**config.mk**
```make
export PLATFORM = sky130hd
export DESIGN_NAME = rnd_pool_reg
export DESIGN_NICKNAME = d
export VERILOG_FILES = /design/src/rtl/rnd_pool_pkg.sv /design/src/rtl/rnd_refill.sv /design/src/rtl/rnd_regread.sv /design/src/rtl/rnd_pool_reg.sv
export SDC_FILE = /design/constraint.sdc
export NUM_CORES = 1
export LEC_CHECK = 0
export ABC_AREA = 1
export BUFFER_PORTS_ARGS = -buffer_cell sky130_fd_sc_hd__buf_2
export CAP_MARGIN = 40
export CORE_MARGIN = 2
export CORE_UTILIZATION = 52
export DETAILED_ROUTE_END_ITERATION = 10
export PLACE_DENSITY = 0.85
export SLEW_MARGIN = 20
export SYNTH_ARGS = -nofsm -noshare
export SYNTH_HDL_FRONTEND = slang
export SYNTH_HIERARCHICAL = 1
export SYNTH_SLANG_ARGS = --single-unit
```
**constraint.sdc**
```tcl
create_clock -name clk -period 1.9 [get_ports clk]
set_input_delay 0.38 -clock clk [delete_from_list [all_inputs] [get_ports clk]]
set_output_delay 0.38 -clock clk [all_outputs]
set_load 0.02 [all_outputs]
```
**src/rtl/rnd_pool_pkg.sv**
```systemverilog
package rnd_pool_pkg;
  localparam int unsigned STAT_VALID_BIT = 0;
  localparam int unsigned STAT_QUAL_BIT  = 1;
  localparam int unsigned STAT_BITS      = 2;

  typedef struct packed {
    logic qual;
    logic valid;
  } rnd_stat_t;
endpackage

```
**src/rtl/rnd_refill.sv**
```systemverilog
module rnd_refill #(
  parameter int unsigned DATA_W = 32
) (
  input  logic              clk,
  input  logic              rst_n,
  input  logic              consume_i,
  input  logic              ent_valid_i,
  input  logic [DATA_W-1:0] ent_data_i,
  input  logic              ent_qual_i,
  output logic              ent_ready_o,
  output logic [DATA_W-1:0] word_o,
  output rnd_pool_pkg::rnd_stat_t stat_o
);
  logic              req_q;
  logic              valid_q;
  logic              qual_q;
  logic [DATA_W-1:0] word_q;
  logic              xfer;
  logic              take;

  assign xfer = req_q && ent_valid_i;
  assign take = consume_i && valid_q;

  always_ff @(posedge clk or negedge rst_n) begin
    if (!rst_n) begin
      req_q   <= 1'b1;
      valid_q <= 1'b0;
      qual_q  <= 1'b0;
      word_q  <= '0;
    end else if (xfer) begin
      req_q   <= 1'b0;
      valid_q <= 1'b1;
      qual_q  <= ent_qual_i;
      word_q  <= ent_data_i;
    end else if (take) begin
      req_q   <= 1'b1;
      valid_q <= 1'b0;
      qual_q  <= 1'b0;
      word_q  <= '0;
    end
  end

  assign ent_ready_o  = req_q;
  assign word_o       = word_q;
  assign stat_o.valid = valid_q;
  assign stat_o.qual  = qual_q;

  assert_one_request_R6: assert property (@(posedge clk) disable iff (!rst_n)
    req_q != valid_q);
  assert_hold_request_R3: assert property (@(posedge clk) disable iff (!rst_n)
    (req_q && !ent_valid_i) |=> req_q);
  assert_capture_R3: assert property (@(posedge clk) disable iff (!rst_n)
    xfer |=> (!req_q && valid_q && word_q == $past(ent_data_i)));
  assert_backpressure_R4: assert property (@(posedge clk) disable iff (!rst_n)
    (!req_q && !consume_i) |=> ($stable(word_q) && $stable(qual_q) && valid_q));
  assert_consume_R5: assert property (@(posedge clk) disable iff (!rst_n)
    take |=> (req_q && !valid_q && word_q == '0 && !qual_q));
endmodule

```
**src/rtl/rnd_regread.sv**
```systemverilog
module rnd_regread #(
  parameter int unsigned ADDR_W   = 4,
  parameter int unsigned DATA_W   = 32,
  parameter int unsigned DATA_OFF = 0,
  parameter int unsigned STAT_OFF = 4
) (
  input  logic              rd_en_i,
  input  logic [ADDR_W-1:0] rd_addr_i,
  input  logic [DATA_W-1:0] word_i,
  input  rnd_pool_pkg::rnd_stat_t stat_i,
  output logic [DATA_W-1:0] rd_data_o,
  output logic              consume_o
);
  localparam logic [ADDR_W-1:0] DATA_A = ADDR_W'(DATA_OFF);
  localparam logic [ADDR_W-1:0] STAT_A = ADDR_W'(STAT_OFF);

  logic [DATA_W-1:0] stat_word;
  logic              hit_data;
  logic              hit_stat;

  always_comb begin
    stat_word = '0;
    stat_word[rnd_pool_pkg::STAT_VALID_BIT] = stat_i.valid;
    stat_word[rnd_pool_pkg::STAT_QUAL_BIT]  = stat_i.qual;
  end

  assign hit_data  = (rd_addr_i == DATA_A);
  assign hit_stat  = (rd_addr_i == STAT_A);
  assign consume_o = rd_en_i && hit_data;

  always_comb begin
    rd_data_o = '0;
    if (hit_data)      rd_data_o = stat_i.valid ? word_i : '0;
    else if (hit_stat) rd_data_o = stat_word;
  end

  always_comb begin
    if (hit_data && !stat_i.valid)
      assert_invalid_reads_zero_R2: assert (rd_data_o == '0);
    if (!hit_data && !hit_stat)
      assert_unmapped_zero_R8: assert (rd_data_o == '0);
  end
endmodule

```
**src/rtl/rnd_pool_reg.sv**
```systemverilog
module rnd_pool_reg #(
  parameter int unsigned ADDR_W   = 4,
  parameter int unsigned DATA_W   = 32,
  parameter int unsigned DATA_OFF = 0,
  parameter int unsigned STAT_OFF = 4
) (
  input  logic              clk,
  input  logic              rst_n,
  input  logic [ADDR_W-1:0] rd_addr_i,
  input  logic              rd_en_i,
  output logic [DATA_W-1:0] rd_data_o,
  output logic              ent_ready_o,
  input  logic              ent_valid_i,
  input  logic [DATA_W-1:0] ent_data_i,
  input  logic              ent_qual_i
);
  logic                    consume;
  logic [DATA_W-1:0]       word;
  rnd_pool_pkg::rnd_stat_t stat;

  rnd_refill #(.DATA_W(DATA_W)) u_refill (
    .clk         (clk),
    .rst_n       (rst_n),
    .consume_i   (consume),
    .ent_valid_i (ent_valid_i),
    .ent_data_i  (ent_data_i),
    .ent_qual_i  (ent_qual_i),
    .ent_ready_o (ent_ready_o),
    .word_o      (word),
    .stat_o      (stat)
  );

  rnd_regread #(
    .ADDR_W   (ADDR_W),
    .DATA_W   (DATA_W),
    .DATA_OFF (DATA_OFF),
    .STAT_OFF (STAT_OFF)
  ) u_regread (
    .rd_en_i   (rd_en_i),
    .rd_addr_i (rd_addr_i),
    .word_i    (word),
    .stat_i    (stat),
    .rd_data_o (rd_data_o),
    .consume_o (consume)
  );

  assert_no_consume_R9: assert property (@(posedge clk) disable iff (!rst_n)
    (!rd_en_i && stat.valid) |=> stat.valid);
  assert_status_read_keeps_R8: assert property (@(posedge clk) disable iff (!rst_n)
    (rd_en_i && rd_addr_i != ADDR_W'(DATA_OFF) && stat.valid) |=> stat.valid);
endmodule

```
Word-level counts from Yosys, hierarchy flattened
Cells that the tools add are included.
{ "word_totals": {"register_bits": 35, "elab_cells": 20} }
{ "op_classes": {"n_eq_ne": 1, "n_mux": 10, "n_reduce_logical": 5} }
{ "op_table": {"columns": ["cell", "n"], "rows": [
  ["32-bit 2-to-1 mux", 4],
  ["1-bit 2-to-1 mux", 5],
  ["4-bit by 3-bit equality test with 1-bit output, second input constant", 1],
  ["4-bit zero test", 1],
  ["1-bit logical AND", 3],
  ["2-bit 2-to-1 mux", 1],
  ["2-bit nonzero test", 1]
]} }

Depth between registers and ports, before layout
Gate-level depths: netlist of the first run.
{ "logic_depth": {"word_depth": 5, "depth_mapped": 8} }

Modules after synthesis
The synthesis of the first run kept the hierarchy.
{ "modules_own_cells": {"columns": ["module", "n_inst", "cells_each", "area_per_inst_um2"], "rows": [
  ["rnd_refill", 1, 154, 1416.4],
  ["rnd_regread", 1, 85, 440.4]
]} }

Least setup slack after synthesis of the first run
No wires, ideal clock.
{ "synth_path": {"path_type": "register to output", "startpoint": "register u_refill.valid_q", "endpoint": "output rd_data_o[15]", "arrival_time_ns": 1.044, "setup_slack_ns": 0.476, "stages_incl_launch_ff": 6, "cell_sequence": "dfrtp_1 -> buf_4 -> buf_2 -> buf_2 -> nand2_1 -> nor2_2"} }
{ "synth_via": {"elab_chain_cells": 2} }
{ "synth_lines": {"columns": ["item", "line", "text"], "rows": [
  ["from (decl)", "rnd_refill.sv:15", "logic valid_q;"],
  ["from (signal assigned)", "rnd_refill.sv:27", "valid_q <= 1'b0;"],
  ["from (signal assigned)", "rnd_refill.sv:32", "valid_q <= 1'b1;"],
  ["from (signal assigned)", "rnd_refill.sv:37", "valid_q <= 1'b0;"],
  ["32-bit 2-to-1 mux (2 in a row)", "rnd_regread.sv:33", "if (hit_data) rd_data_o = stat_i.valid ? word_i : '0;"],
  ["to (decl)", "rnd_pool_reg.sv:11", "output logic [DATA_W-1:0] rd_data_o,"]
]} }
Every way passes these cells.

Worst setup path after layout of the first run
{ "layout_path": {"startpoint": "register u_refill.valid_q", "endpoint": "output rd_data_o[1]"} }
The elaborated chain is that of the path after synthesis.

==> results.sh, run 1 <==
export IMPL_first_iter_violations=112
export IMPL_ys_types=15
export IMPL_wl_um=3900
export IMPL_rows=21
export IMPL_cts_max_level=2
export IMPL_period_needed_ns=1.73
export IMPL_p_leak_nw=1.31
export IMPL_ys_seq_area_share_pct=47.2
export IMPL_fin_skew_ns=0.00375
export IMPL_globalRouteOverflowTotal=0
export IMPL_fin_setup_tns_ns=0
export IMPL_cp_end_kind="output port"
export IMPL_drt_vias_per_instance=4.80
export IMPL_synth_seq_cells=35
export IMPL_r2r_end="u_refill/word_o[25]"
export IMPL_first_pass_iters=4
export IMPL_fin_cells=353
export IMPL_dieWidth_um=63.8
export IMPL_netlist_area_sq_um=1860
export IMPL_irDropWorstVdd_v=0.000772
export IMPL_maxSlewHeadroom_pct=50.7
export IMPL_max_cap_viol_count=0
export IMPL_clk_pin_slew_ns=0.10
export IMPL_worstSkewPairLatency_ns=0.33
export IMPL_root_buffer="clkbuf_4"
export IMPL_start_kind="flip-flop"
export IMPL_finalHoldViolCount=0
export IMPL_post_cts_buffers=0
export IMPL_fmax_mhz=578
export IMPL_die_h_um=63.8
export IMPL_vias=1694
export IMPL_areaGrowthSynthToFinish_pct=21.4
export IMPL_setup_viol=0
export IMPL_num_io_pins=74
export IMPL_netlist_area_leader_share_pct=45.8
export IMPL_yosysMostFrequentCell="nand2_1"
export IMPL_ant_nets=0
export IMPL_whs_ns=0.107
export IMPL_synth_edff_count=0
export IMPL_layout_drive_gt1_share_pct=39.7
export IMPL_cts_inserted_buffers=5
export IMPL_route_detailed_drc=0
export IMPL_required_ns=1.52
export IMPL_syn_nets=280
export IMPL_fill_cells=308
export IMPL_grtUsageMet1_pct=26.4
export IMPL_num_antenna_cells=0
export IMPL_grtUsageTotal_pct=21.0
export IMPL_syn_area_per_cell_sq_um=7.77
export IMPL_synth_main_ff_cell="dfrtp_1"
export IMPL_clkSinkCount=35
export IMPL_nNetsFinal=347
export IMPL_grt_pass1_vias=1570
export IMPL_antenna_found_initial=0
export IMPL_cts_hold_buffers_added=0
export IMPL_yosysWarnings=6
export IMPL_outcome="finished clean"
export IMPL_grt_max_degree=36
export IMPL_slew_viol_final=0
export IMPL_tightest_slew_ns=0.740
export IMPL_utilization_pct=66.5
export IMPL_p_per_area_nw_per_um2=1180
export IMPL_postSynthCellCount=239
export IMPL_period_share_pct=91.0
export IMPL_reg2reg_depth=4
export IMPL_wl_per_cell_um=11.0
export IMPL_port_buffers=73
export IMPL_core_area_sq_um=3390
export IMPL_hp_class="in -> async"
export IMPL_grt_pass1_wl_um=6730
export IMPL_critPathKind="reg -> out"
export IMPL_initial_utilization_pct=54.8
export IMPL_dp_cells=345
export IMPL_crit_arrival_ns=1.35
export IMPL_synth_common_cells="nand2_1 (101), nand3_1 (38), dfrtp_1 (34)"
export IMPL_hpwlAfterDp_um=2720
export IMPL_rsz0062_at_grt="false"
export IMPL_grtUsageMet3_pct=4.93
export IMPL_async_flop_share_pct=100
export IMPL_synth_area_leaders="dfrtp_1 (46%), nand2_1 (20%), nor2_2 (10%)"
export IMPL_yosys_area_top_type="dfrtp_1"
export IMPL_cts_tree="yes"
export IMPL_grtUsageMet2_pct=35.7
export IMPL_dieArea_sq_um=4060
export IMPL_rr_startpoint="u_refill/valid_q"
export IMPL_gp_routability_congestion=0.750
export IMPL_cp_max_fo=21
export IMPL_reg2reg_slack_ns=0.53
export IMPL_cts_resized=0
export IMPL_busiest_layer="met2"
export IMPL_clockBufferDepth=2
-- cells by family (layout without fill, tap and decap cells) --
kind of cell | after synthesis | after routing | share of synthesized area [%]
AND/OR/NAND/NOR | 176 | 176 | 43.4
flip-flops | 35 | 35 | 47.2
buffers and inverters | 27 | 95 | 9.10
AO/OA/AOI/OAI | 1 | 1 | 0.269
-- critical path, stage by stage (launching register included) --
cell	delay [ns]
dfrtp_1	0.35
buf_4	0.24
nand2_1	0.09
inv_1	0.06
nand3_1	0.05
nand2_1	0.07
buf_2	0.15
-- power by group --
part	internal, W	switching (W)
combinational	0.000359	0.000605
clock	0.000218	0.000224
sequential	0.00107	0.000176
-- metrics by stage --
step | instance area [sq um] | total power, W | setup slack (ns)
detailed placement | 2180 | 0.00223 | 0.170
global route | 2250 | 0.00291 | 0.0341
floorplan | 1860 | 0.00203 | 0.476
global placement | 2180 | 0.00218 | 0.258
CTS | 2250 | 0.00268 | 0.158
finish | 2250 | 0.00265 | 0.171
-- state kept, by name, indices dropped and copies added (netlist names) --
signal                flops
u_refill/qual_q           1
u_refill/word_o          32
u_refill/valid_q          1
u_refill/ent_ready_o      1
-- cell type report --
type	instances	area (sq um)	area share [%]
well taps	46	57.6	2.55
flip-flops and latches	35	877	38.9
inverters	9	36.3	1.61
repair buffers	78	403	17.9
multi-input cells	177	811	36.0
clock buffers	8	68.8	3.05
-- metal layers --
metal,vias up,part of all wire [%]
met3,2,6.9
met2,67,51
met4,0,0.69
met1,757,42
li1,868,-
met5,-,0
-- worst max-delay path by stage --
stage / from / to / slack [ns] / cells past startpoint
final: u_refill/valid_q / rd_data_o[1] / 0.17 / 6
after global placement: rd_addr_i[2] / rd_data_o[9] / 0.26 / 6
after detailed placement: rd_addr_i[2] / u_refill/word_o[25] / 0.17 / 7
after global routing: u_refill/valid_q / rd_data_o[1] / 0.03 / 6
after floorplan: u_refill/valid_q / rd_data_o[15] / 0.48 / 5
after CTS: u_refill/valid_q / rd_data_o[1] / 0.16 / 6
-- placed cells by master (no fill, tap or decap), drive strengths merged --
cell,count
buf,78
clkbuf,8
dfrtp,34
dfstp,1
inv,9
nand2,104
nand3,38
nor2,34
o21ai,1
No activity file was read; power rests on OpenSTA's default activity.
==> run 2, diff against run 1 <==
==> constraint.sdc (replaced) <==
create_clock -name clk -period 2.1 [get_ports clk]
set_input_delay 0.42 -clock clk [delete_from_list [all_inputs] [get_ports clk]]
set_output_delay 0.42 -clock clk [all_outputs]
set_load 0.02 [all_outputs]
==> run 2 against run 1 <==
Global-route usage fell by 1.2 points; critical path depth did not move; sequential cell count did not move; register-to-register slack improved by 0.15 ns; via count fell by 2.2%; total power fell by 10%; non-clock buffer count did not move; combinational power fell by 10%; sequential power fell by 10%; final area rose by 0.56%; hold slack got worse by 0.057 ns; largest cell class unchanged.
==> results.sh, run 2 (synthesized netlist as in run 1, its figures left out) <==
export IMPL_outcome="finished clean"
export IMPL_globalRouteOverflowTotal=0
export IMPL_layout_drive_gt1_share_pct=39.7
export IMPL_period_share_pct=83.8
export IMPL_crit_arrival_ns=1.34
export IMPL_clkSinkCount=35
export IMPL_first_pass_iters=4
export IMPL_grt_pass1_vias=1523
export IMPL_required_ns=1.68
export IMPL_rsz0062_at_grt="false"
export IMPL_cts_max_level=2
export IMPL_utilization_pct=66.9
export IMPL_clk_pin_slew_ns=0.10
export IMPL_p_leak_nw=1.31
export IMPL_clockBufferDepth=2
export IMPL_root_buffer="clkbuf_4"
export IMPL_fin_skew_ns=0.00447
export IMPL_setup_viol=0
export IMPL_worstSkewPairLatency_ns=0.32
export IMPL_drt_vias_per_instance=4.69
export IMPL_cp_max_fo=17
export IMPL_cts_resized=0
export IMPL_placed_area_sq_um=2180
export IMPL_stdcell_area_sq_um=2270
export IMPL_reg2reg_slack_ns=0.68
export IMPL_cp_end_kind="output port"
export IMPL_rows=21
export IMPL_crit_family="buffers and inverters"
export IMPL_grtUsageTotal_pct=19.8
export IMPL_p_per_area_nw_per_um2=1050
export IMPL_vias=1657
export IMPL_fmax_mhz=568
export IMPL_critPathBufInv=3
export IMPL_die_h_um=63.8
export IMPL_num_io_pins=74
export IMPL_start_kind="input port"
export IMPL_slew_viol_final=0
export IMPL_grt_pass1_wl_um=6420
export IMPL_first_iter_violations=86
export IMPL_cts_hold_buffers_added=0
export IMPL_cts_tree="yes"
export IMPL_crit_chain="buf_2 -> nor2_2 -> nand2_2 -> buf_4 -> nor2_2 -> buf_2"
export IMPL_whs_ns=0.0500
export IMPL_wl_um=3810
export IMPL_grt_max_degree=37
export IMPL_crit_slowest_cell="buf_4"
export IMPL_maxSlewHeadroom_pct=57.3
export IMPL_critPathKind="in -> out"
export IMPL_tightest_slew_ns=0.638
export IMPL_port_buffers=73
export IMPL_largest_reg_flops=32
export IMPL_hpwlAfterDp_um=2630
export IMPL_dieWidth_um=63.8
export IMPL_core_area_sq_um=3390
export IMPL_fin_setup_tns_ns=0
export IMPL_num_antenna_cells=0
export IMPL_cts_inserted_buffers=5
export IMPL_post_cts_buffers=0
export IMPL_dieArea_sq_um=4060
export IMPL_critical_path_max_stage_delay_ns=0.23
export IMPL_areaGrowthSynthToFinish_pct=22.0
export IMPL_ant_nets=0
export IMPL_final_common_cell="nand2_1"
export IMPL_layout_common_cells="nand2_1 (101), buf_2 (73), nand3_1 (38), dfrtp_1 (34), nor2_2 (31)"
export IMPL_gp_routability_congestion=0.758
export IMPL_route_detailed_drc=0
export IMPL_antenna_found_initial=0
export IMPL_irDropWorstVdd_v=0.000632
export IMPL_wl_per_cell_um=10.8
export IMPL_hp_class="in -> async"
export IMPL_max_cap_viol_count=0
export IMPL_p_total_w=0.00239
export IMPL_finalHoldViolCount=0
export IMPL_period_needed_ns=1.76
export IMPL_initial_utilization_pct=54.8
export IMPL_nNetsFinal=347
==> run 2: path summary, 6_finish.rpt <==
kind                                    start                   end  depth (start not counted)
hold reg to reg            u_refill/word_o[4]    u_refill/word_o[4]                          2
hold / removal                          rst_n   u_refill/word_o[30]                          2
setup reg to reg             u_refill/valid_q   u_refill/word_o[28]                          4
min in group clk                ent_data_i[6]    u_refill/word_o[6]                          3
setup / recovery                 rd_addr_i[2]         rd_data_o[11]                          6
max in group asynchronous               rst_n  u_refill/ent_ready_o                          2
==> run 2: worst register-to-register path, stage by stage (launching register included) <==
cell,delay (ns)
dfrtp_1,0.36
buf_4,0.22
nand2_2,0.41
nand3_1,0.26
nand2_1,0.06
==> run 2: final cells by class <==
cell class | instances | area [sq um]
well taps | 46 | 57.6
fillers | 312 | 1120
multi-input cells | 177 | 811
inverters | 9 | 36.3
clock buffers | 8 | 68.8
flip-flops and latches | 35 | 877
repair buffers | 78 | 415
==> run 2: stage by stage <==
stage          worst slack (ns)  std cells
2_1_floorplan             0.636        239
3_3_place_gp              0.387        344
3_5_place_dp              0.348        344
4_1_cts                   0.335        352
5_1_grt                   0.273        353
6_report                  0.341        353
==> run 2: per-layer routing <==
metal / GRT usage (%) / share of wire [%]
met4: 7.34 / 1.2
met1: 24.0 / 44
met5: 0 / 0
met3: 3.35 / 4.7
met2: 35.1 / 50
==> run 2: power breakdown <==
| part | internal (W) | switching, W | total, W |
|---|---|---|---|
| Combinational | 0.000325 | 0.000539 | 0.000863 |
| Sequential | 0.000970 | 0.000153 | 0.00112 |
| Clock | 0.000197 | 0.000204 | 0.000401 |
==> run 3, diff against run 2 <==
--- a/config.mk
+++ b/config.mk
@@ -9,9 +9,9 @@
 export BUFFER_PORTS_ARGS = -buffer_cell sky130_fd_sc_hd__buf_2
 export CAP_MARGIN = 40
 export CORE_MARGIN = 2
-export CORE_UTILIZATION = 52
+export CORE_UTILIZATION = 48
 export DETAILED_ROUTE_END_ITERATION = 10
-export PLACE_DENSITY = 0.85
+export PLACE_DENSITY = 0.79
 export SLEW_MARGIN = 20
 export SYNTH_ARGS = -nofsm -noshare
 export SYNTH_HDL_FRONTEND = slang
==> constraint.sdc (replaced) <==
create_clock -name clk -period 1.8 [get_ports clk]
set_input_delay 0.36 -clock clk [delete_from_list [all_inputs] [get_ports clk]]
set_output_delay 0.36 -clock clk [all_outputs]
set_load 0.02 [all_outputs]
==> run 3 against run 2 <==
Core utilization down 4.0 points; clock skew shrank 0.0011 ns; final area rose by 2.3%; wire length increased by 8.8%; combinational power increased by 19%; clock power increased by 51%; worst setup slack worse by 0.16 ns; global-route usage is 1.8 points higher; sequential power grew 19%; largest cell class unchanged.
==> results.sh, run 3 (synthesized netlist as in run 1, its figures left out) <==
export IMPL_num_io_pins=74
export IMPL_grt_pass1_vias=1635
export IMPL_pre_cts_slack_ns=0.167
export IMPL_route_detailed_drc=0
export IMPL_port_buffers=73
export IMPL_crit_arrival_ns=1.26
export IMPL_setup_viol=0
export IMPL_areaGrowthSynthToFinish_pct=24.8
export IMPL_cts_tree="yes"
export IMPL_p_switching_w=0.00110
export IMPL_rr_startpoint="u_refill/ent_ready_o"
export IMPL_routed_wl_met3_um=211
export IMPL_period_needed_ns=1.62
export IMPL_irDropWorstVdd_v=0.000774
export IMPL_core_area_sq_um=3690
export IMPL_first_pass_iters=5
export IMPL_cts_max_level=2
export IMPL_grt_pass1_wl_um=7180
export IMPL_final_common_cell="nand2_1"
export IMPL_hp_class="in -> async"
export IMPL_nNetsFinal=351
export IMPL_wl_met1_um=1810
export IMPL_crit_slowest_cell="buf_4"
export IMPL_p_per_area_nw_per_um2=1280
export IMPL_post_cts_buffers=0
export IMPL_slew_viol_final=0
export IMPL_critical_path_max_stage_delay_ns=0.21
export IMPL_p_clk_share_pct=20.5
export IMPL_die_h_um=66.2
export IMPL_grt_max_degree=34
export IMPL_initial_utilization_pct=50.3
export IMPL_critPathKind="in -> out"
export IMPL_hpwlAfterDp_um=2960
export IMPL_fmax_mhz=618
export IMPL_combPwrFrac_pct=34.7
export IMPL_maxSlewHeadroom_pct=72.7
export IMPL_fill_cells=355
export IMPL_wl_met2_um=2090
export IMPL_ant_nets=0
export IMPL_clk_pin_slew_ns=0.07
export IMPL_gp_routability_congestion=0.800
export IMPL_start_kind="input port"
export IMPL_required_ns=1.44
export IMPL_dieArea_sq_um=4380
export IMPL_antenna_found_initial=0
export IMPL_vias=1721
export IMPL_switching_share_pct=36.9
export IMPL_utilization_pct=62.8
export IMPL_layout_drive_gt1_share_pct=40.5
export IMPL_dieWidth_um=66.2
export IMPL_cts_hold_buffers_added=0
export IMPL_clockBufferDepth=2
export IMPL_max_cap_viol_count=0
export IMPL_wl_per_cell_um=11.6
export IMPL_fin_setup_tns_ns=0
export IMPL_cts_inserted_buffers=5
export IMPL_period_share_pct=89.9
export IMPL_cts_resized=0
export IMPL_num_antenna_cells=0
export IMPL_wl_um=4150
export IMPL_whs_ns=0.000318
export IMPL_layout_common_cells="nand2_1 (101), buf_2 (73), nand3_1 (38), dfrtp_1 (34), nor2_2 (31)"
export IMPL_crit_chain="buf_2 -> nor2_2 -> nand2_2 -> buf_4 -> nor2_2 -> buf_2"
export IMPL_fin_skew_ns=0.00336
export IMPL_drt_vias_per_instance=4.79
export IMPL_globalRouteOverflowTotal=0
export IMPL_rsz0062_at_grt="false"
export IMPL_first_iter_violations=109
export IMPL_finalHoldViolCount=0
export IMPL_cp_max_fo=14
export IMPL_worst_slack_ns=0.181
export IMPL_p_leak_nw=1.34
export IMPL_rows=22
export IMPL_grtUsageTotal_pct=21.6
export IMPL_tightest_slew_ns=0.410
export IMPL_clkSinkCount=35
export IMPL_outcome="finished clean"
export IMPL_highest_signal_layer="met4"
export IMPL_stdcell_area_sq_um=2320
export IMPL_placed_area_sq_um=2220
export IMPL_root_buffer="clkbuf_8"
export IMPL_setup_worst_path_start="rd_addr_i[2]"
export IMPL_p_int_w=0.00187
export IMPL_seqPwrFrac_pct=44.8
export IMPL_cp_end_kind="output port"
export IMPL_largest_reg_flops=32
export IMPL_worstSkewPairLatency_ns=0.28
[run 3: changes by cell type in the layout (fill, tap and decap cells not counted), sizes merged]
| cell | delta |
|---|---|
| buf | +4 |
[run 3: per-layer routing]
| layer | vias up | GRT usage (%) |
|---|---|---|
| met5 | - | 0 |
| met4 | 0 | 8.42 |
| met3 | 4 | 3.75 |
| met2 | 50 | 36.8 |
| met1 | 790 | 27.3 |
| li1 | 877 | - |
[run 3: area by class of cell]
cell class                 instances  area, sq um  area share (%)
clock buffer                       8          100            4.32
inverter                           9         36.3            1.57
multi-input combinational        177          811            35.0
sequential                        35          877            37.9
tap                               48         60.1            2.59
timing repair buffer              82          433            18.7
[run 3: critical path, delay by kind of cell]
kind | cells | cell delay, ns
buffers and inverters | 3 | 0.49
and+or+nand+nor | 3 | 0.41
[run 3: final timing paths]
kind                                       endpoint  slack, ns  cells after the start
worst max register to register  u_refill/word_o[31]       0.47                      4
worst min-delay path            u_refill/word_o[29]     0.0003                      1
worst min register to register   u_refill/word_o[6]       0.50                      2
worst max-delay path                   rd_data_o[8]       0.18                      6
max in group asynchronous       u_refill/word_o[15]       1.30                      2
min in group clk                u_refill/word_o[28]       0.28                      3
[run 3: through the flow]
step | power (W) | std cells
after global routing | 0.00322 | 359
after floorplan | 0.00214 | 239
after CTS | 0.00298 | 359
after detailed placement | 0.00236 | 351
final | 0.00296 | 359
after global placement | 0.00231 | 351
[run 3: power by group through the flow]
stage	clock (W)	combinational [W]	sequential, W
floorplan	0	0.000841	0.00130
global placement	0	0.000992	0.00132
detailed placement	0	0.00103	0.00133
CTS	0.000619	0.00104	0.00132
global route	0.000662	0.00118	0.00137
finish	0.000607	0.00103	0.00133
